### src/rtl/irq_sel_pkg.sv
package irq_sel_pkg;
  localparam int CAUSE_W  = 6;
  localparam int N_STD    = 9;
  localparam logic [15:0] STD_IMPL = 16'h0BBB;

  typedef logic [CAUSE_W-1:0] cause_t;

  typedef struct packed {
    logic   valid;
    logic   nmi;
    cause_t cause;
  } pick_t;

  // standard causes, highest priority first
  localparam cause_t STD_ORDER [N_STD] = '{
    6'd11, 6'd3, 6'd7, 6'd9, 6'd1, 6'd5, 6'd8, 6'd0, 6'd4
  };
endpackage

### src/rtl/irq_pend_reg.sv
module irq_pend_reg
  import irq_sel_pkg::*;
#(
  parameter int N_CAUSE  = 64,
  parameter int LOC_BASE = 16,
  localparam int N_PIN   = N_CAUSE - LOC_BASE
) (
  input  logic               clk_i,
  input  logic               rst_ni,
  input  logic [N_CAUSE-1:0] set_i,
  input  logic [N_CAUSE-1:0] clr_i,
  input  logic               clr_all_i,
  input  logic               nmi_set_i,
  input  logic [N_PIN-1:0]   pin_i,
  output logic [N_CAUSE-1:0] pend_o,
  output logic               nmi_o
);
  logic [N_PIN-1:0]   pin_q;
  logic [N_CAUSE-1:0] set_all;

  always_ff @(posedge clk_i or negedge rst_ni) begin
    if (!rst_ni) pin_q <= '0;
    else         pin_q <= pin_i;
  end

  assign set_all = set_i | {(pin_i & ~pin_q), {LOC_BASE{1'b0}}};

  for (genvar b = 0; b < N_CAUSE; b++) begin : g_bit
    if (b >= LOC_BASE || STD_IMPL[b % 16]) begin : g_impl
      always_ff @(posedge clk_i or negedge rst_ni) begin
        if (!rst_ni)         pend_o[b] <= 1'b0;
        else if (set_all[b]) pend_o[b] <= 1'b1;
        else if (clr_i[b] || clr_all_i) pend_o[b] <= 1'b0;
      end
    end else begin : g_none
      assign pend_o[b] = 1'b0;
    end
  end

  always_ff @(posedge clk_i or negedge rst_ni) begin
    if (!rst_ni)        nmi_o <= 1'b0;
    else if (nmi_set_i) nmi_o <= 1'b1;
    else if (clr_all_i) nmi_o <= 1'b0;
  end
endmodule

### src/rtl/irq_en_reg.sv
module irq_en_reg #(
  parameter int N_CAUSE = 64
) (
  input  logic               clk_i,
  input  logic               rst_ni,
  input  logic               we_i,
  input  logic [N_CAUSE-1:0] wdata_i,
  output logic [N_CAUSE-1:0] en_o
);
  always_ff @(posedge clk_i or negedge rst_ni) begin
    if (!rst_ni)   en_o <= '0;
    else if (we_i) en_o <= wdata_i;
  end
endmodule

### src/rtl/irq_pick.sv
module irq_pick
  import irq_sel_pkg::*;
#(
  parameter int N_CAUSE  = 64,
  parameter int LOC_BASE = 16,
  parameter int RV32_TOP = 32
) (
  input  logic [N_CAUSE-1:0] cand_i,
  input  logic               nmi_i,
  input  logic               xlen64_i,
  output pick_t              pick_o
);
  always_comb begin
    pick_o = '0;
    // lowest priority first; later hits overwrite
    for (int i = N_STD - 1; i >= 0; i--) begin
      if (cand_i[STD_ORDER[i]]) begin
        pick_o.valid = 1'b1;
        pick_o.cause = STD_ORDER[i];
      end
    end
    for (int i = LOC_BASE; i < N_CAUSE; i++) begin
      if (cand_i[i] && (xlen64_i || i < RV32_TOP)) begin
        pick_o.valid = 1'b1;
        pick_o.cause = CAUSE_W'(i);
      end
    end
    if (nmi_i) begin
      pick_o.valid = 1'b1;
      pick_o.nmi   = 1'b1;
      pick_o.cause = '0;
    end
  end
endmodule

### src/rtl/irq_cause_sel.sv
module irq_cause_sel
  import irq_sel_pkg::*;
#(
  parameter int N_CAUSE  = 64,
  parameter int LOC_BASE = 16,
  parameter int RV32_TOP = 32,
  localparam int N_PIN   = N_CAUSE - LOC_BASE
) (
  input  logic               clk_i,
  input  logic               rst_ni,
  input  logic [N_CAUSE-1:0] set_i,
  input  logic [N_CAUSE-1:0] clr_i,
  input  logic               clr_all_i,
  input  logic               nmi_set_i,
  input  logic [N_PIN-1:0]   local_pin_i,
  input  logic               ie_we_i,
  input  logic [N_CAUSE-1:0] ie_wdata_i,
  input  logic [N_CAUSE-1:0] mask_i,
  input  logic               xlen64_i,
  output logic               valid_o,
  output logic               nmi_o,
  output logic [CAUSE_W-1:0] cause_o
);
  logic [N_CAUSE-1:0] pend, ie_q, cand;
  logic               nmi_pend;
  pick_t              pick, pick_q;

  irq_pend_reg #(.N_CAUSE(N_CAUSE), .LOC_BASE(LOC_BASE)) i_pend (
    .clk_i, .rst_ni, .set_i, .clr_i, .clr_all_i, .nmi_set_i,
    .pin_i (local_pin_i),
    .pend_o(pend),
    .nmi_o (nmi_pend)
  );

  irq_en_reg #(.N_CAUSE(N_CAUSE)) i_en (
    .clk_i, .rst_ni,
    .we_i   (ie_we_i),
    .wdata_i(ie_wdata_i),
    .en_o   (ie_q)
  );

  assign cand = pend & ie_q & mask_i;

  irq_pick #(.N_CAUSE(N_CAUSE), .LOC_BASE(LOC_BASE), .RV32_TOP(RV32_TOP)) i_pick (
    .cand_i  (cand),
    .nmi_i   (nmi_pend),
    .xlen64_i(xlen64_i),
    .pick_o  (pick)
  );

  always_ff @(posedge clk_i or negedge rst_ni) begin
    if (!rst_ni) pick_q <= '0;
    else         pick_q <= pick;
  end

  assign valid_o = pick_q.valid;
  assign nmi_o   = pick_q.nmi;
  assign cause_o = pick_q.cause;
endmodule

### config.mk
export PLATFORM = sky130hd
export DESIGN_NAME = irq_cause_sel
export DESIGN_NICKNAME = d
export VERILOG_FILES = /design/src/rtl/irq_sel_pkg.sv /design/src/rtl/irq_pend_reg.sv /design/src/rtl/irq_en_reg.sv /design/src/rtl/irq_pick.sv /design/src/rtl/irq_cause_sel.sv
export SDC_FILE = /design/constraint.sdc
export NUM_CORES = 1
export LEC_CHECK = 0
export BUFFER_PORTS_ARGS = -buffer_cell sky130_fd_sc_hd__buf_2
export CAP_MARGIN = 20
export CORE_MARGIN = 4
export CORE_UTILIZATION = 35
export CTS_BUF_LIST = sky130_fd_sc_hd__clkbuf_4
export CTS_CLUSTER_DIAMETER = 40
export CTS_CLUSTER_SIZE = 40
export DETAILED_ROUTE_END_ITERATION = 8
export PLACE_DENSITY_LB_ADDON = 0.05
export SYNTH_ARGS = -nofsm -noshare
export SYNTH_HDL_FRONTEND = slang
export SYNTH_HIERARCHICAL = 1
export SYNTH_SLANG_ARGS = --single-unit
### constraint.sdc
create_clock -name clk_i -period 4.4 [get_ports clk_i]
set_clock_uncertainty 0.1 [all_clocks]
set_input_delay 0.88 -clock clk_i [delete_from_list [all_inputs] [get_ports clk_i]]
set_output_delay 0.88 -clock clk_i [all_outputs]
set_load 0.1 [all_outputs]
==> summary.md, run 1 <==
| Metric | Value |
|---|---|
| Stages on worst setup path | 1 |
| Layout area overhead | 26.7% |
| R2R Setup Slk | 2.20 ns |
| Fmax | 434 MHz |
| Syn_nets | 907 |
| Final hold vios | 0 |
| Outcome | finished clean |
| TNS Setup | 0 ns |
| Syn_area_per_cell | 12.4 µm² |
| Latest clock arrival within the worst-skew pair | 0.54 ns |
| Fin crit period | 2.31 ns |
| Congestion Overflow GR | 0 |
| Cts repair resizes | 0 |
| Input/output buffers | 289 |
| Initial DRC count | 204 |
| HPWL after DPL | 16.5 mm |
| Max Cap Viol | 0 |
| Crit path capture type | primary output |
| Vias post-DR | 5,727 |
| Via density | 4.85 |
| Critical Path Start Type | register |
| RSZ-0062 raised after global routing | false |
| Maximum number of pins on one net before global-route repair | 101 |
| Synthesized cell area | 0.00738 mm² |
| CP arrival | 1.33 ns |
| Initial antenna violation count | 6 |
| Max-Slew Margin vs Limit | 0.323 |
| Hold Crit Class | in -> async |
| Final period utilization | 0.524 |
| Setup Buffers After CTS | 0 |
| Peak supply drop | 0.166 mV |
| Nets | 1,205 |
| Root Driver | clkbuf_4 |
| Antenna-violating nets left | 0 |
| Final Cell Area | 0.00935 mm² |
| Net Switching | 0.965 mW |
| RR Endpoint | cause_o[0] |
| Combinational power share | 0.182 |
| CTS max path bufs | 2 |
| Share of layout cells above drive strength 1 | 0.425 |
| CP Buf/Inv Count | 1 |
| Worst slew pin tran | 1.02 ns |
| CTS clk-pin slew, worst paths | 0.15 ns |
| Core ar. | 0.0205 mm² |
| Worst reg2reg path startpoint | i_pend/pend_o[11] |
| Num rows | 52 |
| Worst-case reg-to-reg path depth | 6 |
| Routed WL | 21.3 mm |
| Worst path slowest cell | buf_2 |
| Placed inst area | 0.00906 mm² |
| I/O Pins | 318 |
| Synthesis Warnings | 6 |
| Routability Congestion | 0.806 |
| Initial Utilization | 0.360 |
| Slowest cell delay on critical path | 0.44 ns |
| Required @ worst endpoint | 3.42 ns |
| Clock power share | 0.281 |
| Pre-antenna DRT Iters | 4 |
| Leakage | 4.86 nW |
| Most frequent cells in the layout | 287 x buf_2, 171 x dfrtp_1, 77 x nor2_1, 61 x inv_1, 57 x and3_1 |
| CP max FO | 1 |
| P_int | 2.29 mW |
| Power Density | 348 mW/mm² |
| Flop pwr share | 0.537 |
| Commonest non-fill, non-tap cell in the layout | buf_2 |
| Die height | 153 µm |
| Final Slew Violations | 0 |
| H-Tree Level Count | 4 |
| CTS Sinks | 171 |
| # DRC | 0 |
| Hold-fix buffers at CTS | 0 |
| FF/Latch Area | 0.00428 mm² |
| Vias in the first global route | 6,340 |
| Crit-path cells | buf_2 |
| Die width | 153 µm |
| Cts bufs inserted | 17 |
| CTS tree | yes |
| Global-route wire length before repair | 32.9 mm |
| Cell family with the largest share of critical-path delay | buffers and inverters |
| Die area | 0.0235 mm² |
| Routed len/inst | 18.0 µm |
| Post-synthesis cell count | 597 |
| Switch share | 0.297 |
| Filler Cells Inserted | 2,002 |
| Final setup fails | 0 |
| GRT Total Usage | 0.177 |
| Multi-input logic area | 0.00269 mm² |
| Setup Crit Path Kind | reg -> out |
per-stage QoR:
stage          total power, mW  setup WS [ns]   util  hold WS (ns)  cells
2_1_floorplan             2.12           2.01      -         0.341    597
4_1_cts                   3.31           2.02  0.456         0.277   1178
6_report                  3.25           2.09  0.456         0.322   1182
3_3_place_gp              2.36           1.55  0.441         0.351   1145
3_5_place_dp              2.38           1.55  0.442         0.361   1146
5_1_grt                   3.44           1.97  0.456         0.245   1182
flip-flops by register name, indices dropped and copies added (netlist names):
signal / count
i_pend/nmi_o: 1
i_pend/pin_q: 48
nmi_o: 1
i_en/en_o: 57
valid_o: 1
cause_o: 6
i_pend/pend_o: 57
worst max path at each step:
| stage | from | slack (ns) | endpoint |
|---|---|---|---|
| 2_1_floorplan | mask_i[62] | 2.01 | valid_o |
| 3_3_place_gp | mask_i[11] | 1.55 | cause_o[0] |
| 3_5_place_dp | mask_i[11] | 1.55 | cause_o[0] |
| 4_1_cts | valid_o | 2.02 | valid_o |
| 5_1_grt | i_pend/pend_o[11] | 1.97 | cause_o[0] |
| 6_report | valid_o | 2.09 | valid_o |
cell type report:
| class | instances | share of cell area |
|---|---|---|
| timing repair buffer | 294 | 0.162 |
| clock buffer | 18 | 0.0145 |
| sequential | 171 | 0.458 |
| clock inverter | 14 | 0.0159 |
| multi-input combinational | 350 | 0.288 |
| antenna | 4 | 0.00107 |
| tap | 270 | 0.0361 |
| inverter | 61 | 0.0245 |
per-layer routing:
metal | share of wire | vias up | wire length [µm] | track usage
li1 | - | 2757 | - | -
met1 | 0.42 | 2759 | 8930 | 0.218
met2 | 0.49 | 183 | 10500 | 0.299
met3 | 0.071 | 24 | 1510 | 0.0630
met4 | 0.014 | 4 | 298 | 0.0433
met5 | 0.00066 | - | 14 | 0
power by group through the flow:
stage | clock (mW) | sequential (mW) | combinational (mW)
3_3_place_gp | 0 | 1.77 | 0.591
4_1_cts | 0.963 | 1.75 | 0.604
3_5_place_dp | 0 | 1.78 | 0.601
6_report | 0.916 | 1.75 | 0.592
5_1_grt | 1.03 | 1.76 | 0.653
2_1_floorplan | 0 | 1.81 | 0.308
Power figures use the tool's default switching activity.
==> inputs of run 2 (changes only) <==
clock period = 2 ns   (was 4.4 ns; I/O delays follow)
==> run 2 against run 1 <==
Design area is 24% higher. Wire length is 11% higher. Non-clock buffer count is 213 higher. Die area stayed put. Clock power is 120% higher. Core utilization is 11 points higher. First-iteration DRC count is 47% higher. Largest power group unchanged. Highest routed layer is now met4.
==> summary.md, run 2 (synthesized netlist as in run 1, its figures left out) <==
| Metric | Value |
|---|---|
| Outcome | finished clean (unchanged) |
| CTS Sinks | 171 (unchanged) |
| Final Util | 0.564 (was 0.456) |
| Antenna-violating nets left | 0 (unchanged) |
| Biggest regs | i_en/en_o (57), i_pend/pend_o (57), i_pend/pin_q (48) (unchanged) |
| Leakage | 5.79 nW (was 4.86 nW) |
| Latest clock arrival within the worst-skew pair | 0.55 ns (was 0.54 ns) |
| Maximum number of pins on one net before global-route repair | 59 (was 101) |
| RR Endpoint | valid_o (was cause_o[0]) |
| Initial antenna violation count | 3 (was 6) |
| Share of layout cells above drive strength 1 | 0.399 (was 0.425) |
| GRT Total Usage | 0.199 (was 0.177) |
| Core ar. | 0.0205 mm² (unchanged) |
| Cts bufs inserted | 17 (unchanged) |
| Final Slew Violations | 0 (unchanged) |
| Worst-case reg-to-reg path depth | 6 (unchanged) |
| Hold path cells | 3 |
| Max Cap Viol | 0 (unchanged) |
| RSZ-0062 raised after global routing | true (was false) |
| Root Driver | clkbuf_4 (unchanged) |
| HPWL after DPL | 16.8 mm (was 16.5 mm) |
| CP arrival | 2.31 ns (was 1.33 ns) |
| CTS clk-pin slew, worst paths | 0.14 ns (was 0.15 ns) |
| Num rows | 52 (unchanged) |
| Routed len/inst | 16.9 µm (was 18.0 µm) |
| Filler Cells Inserted | 1,804 (was 2,002) |
| Input/output buffers | 289 (unchanged) |
| Worst slew pin tran | 0.523 ns (was 1.02 ns) |
| Fin crit period | 1.99 ns |
| Worst Min Path Start | clr_i[4] |
| H-Tree Level Count | 4 (unchanged) |
| Vias in the first global route | 7,479 (was 6,340) |
| CTS tree | yes (unchanged) |
| Required @ worst endpoint | 2.31 ns (was 3.42 ns) |
| Fmax | 502 MHz |
| Most frequent cells in the layout | 287 x buf_2, 172 x dlygate4sd3_1, 171 x dfrtp_1, 76 x nor2_1, 61 x inv_1 (was 287 x buf_2, 171 x dfrtp_1, 77 x nor2_1, 61 x inv_1, 57 x and3_1) |
| Via density | 4.75 (was 4.85) |
| Die height | 153 µm (unchanged) |
| Die width | 153 µm (unchanged) |
| CTS max path bufs | 2 (unchanged) |
| Vias post-DR | 6,611 (was 5,727) |
| Die area | 0.0235 mm² (unchanged) |
| TNS Setup | 0 ns (unchanged) |
| Final period utilization | 0.996 |
| Power Density | 659 mW/mm² (was 348 mW/mm²) |
| Crit path capture type | register (was primary output) |
| # DRC | 0 (unchanged) |
| Worst reg2reg path startpoint | i_pend/pend_o[60] (was i_pend/pend_o[11]) |
| Commonest non-fill, non-tap cell in the layout | buf_2 (unchanged) |
| Peak supply drop | 0.544 mV (was 0.166 mV) |
| Initial Utilization | 0.360 (unchanged) |
| Max-Slew Margin vs Limit | 0.642 (was 0.323) |
| R2R Setup Slk | 0.008 ns (was 2.20 ns) |
| Global-route wire length before repair | 37.6 mm (was 32.9 mm) |
| Pre-antenna DRT Iters | 4 (unchanged) |
| Layout area overhead | 56.5% (was 26.7%) |
| Hold Path End | i_pend/pend_o[4] |
| Critical Path Start Type | register (unchanged) |
| Final setup fails | 0 (unchanged) |
| I/O Pins | 318 (unchanged) |
| Routed WL | 23.6 mm (was 21.3 mm) |
| Initial DRC count | 299 (was 204) |
| Nets | 1,418 (was 1,205) |
| Setup Crit Path Kind | reg -> reg (was reg -> out) |
| Routability Congestion | 0.821 (was 0.806) |
| CP max FO | 2 (was 1) |
| Congestion Overflow GR | 0 (unchanged) |
| Hold Crit Class | in -> reg (was in -> async) |
| Final hold vios | 0 (unchanged) |
-- run 2: layout make-up --
cell class / instances / area (µm²) / share of cell area
flip-flops and latches: 171 / 4280 / 0.370
repair buffers: 507 / 3610 / 0.312
multi-input cells: 350 / 2820 / 0.244
well taps: 270 / 338 / 0.0292
inverters: 61 / 229 / 0.0198
clock inverters: 12 / 140 / 0.0121
clock buffers: 17 / 128 / 0.0110
diodes: 4 / 10.0 / 0.000867
-- run 2: stage by stage --
step | power [mW] | hold WS [ns] | instance area (µm²) | setup slack (ns) | instances
floorplan | 4.66 | 0.00441 | 7380 | 0.0870 | 597
global placement | 5.32 | 0.269 | 9400 | -0.256 | 1183
detailed placement | 5.35 | 0.270 | 9400 | -0.311 | 1183
CTS | 7.70 | 0.00392 | 11500 | -0.00645 | 1387
global route | 8.03 | 0.0160 | 11500 | -0.107 | 1391
finish | 7.61 | 0.0552 | 11600 | 0.00790 | 1392
-- run 2: how the worst max path moves through the flow --
stage / slack (ns) / to / from
after floorplan: 0.09 / valid_o / mask_i[62]
after global placement: -0.26 / cause_o[0] / mask_i[11]
after detailed placement: -0.31 / cause_o[0] / mask_i[11]
after CTS: -0.006 / cause_o[0] / i_pend/pend_o[11]
after global routing: -0.11 / cause_o[0] / i_pend/pend_o[11]
final: 0.008 / valid_o / i_pend/pend_o[60]
-- run 2: worst max-delay path, cell delays in order (launching register included) --
cell and delay, ns:
dfrtp_1 0.42, and3_4 0.18, o41a_1 0.47, or2_1 0.25, or2_1 0.25, nor2_2 0.12, nand4_1 0.08
-- run 2: routing by layer --
metal | share of wire | track usage | up-vias
met2 | 0.51 | 0.355 | 206
met3 | 0.051 | 0.0489 | 37
li1 | - | - | 3181
met1 | 0.41 | 0.238 | 3187
met4 | 0.023 | 0.0615 | 0
met5 | 0 | 0 | -
-- run 2: timing repair --
action                                  in CTS  in global routing
hold endpoints to repair                   216                  0
setup buffers                                3                  1
resized for setup                           14                 11
endpoints found under the setup margin       6                  7
hold buffers                               172                  0
pin swaps                                    9                  6
-- run 2: report_power, final --
part | leakage, nW | switching [mW] | internal [mW]
Clock | 0.131 | 1.25 | 0.738
Sequential | 1.95 | 0.126 | 3.72
Combinational | 3.72 | 0.792 | 0.985
Total | 5.79 | 2.17 | 5.44
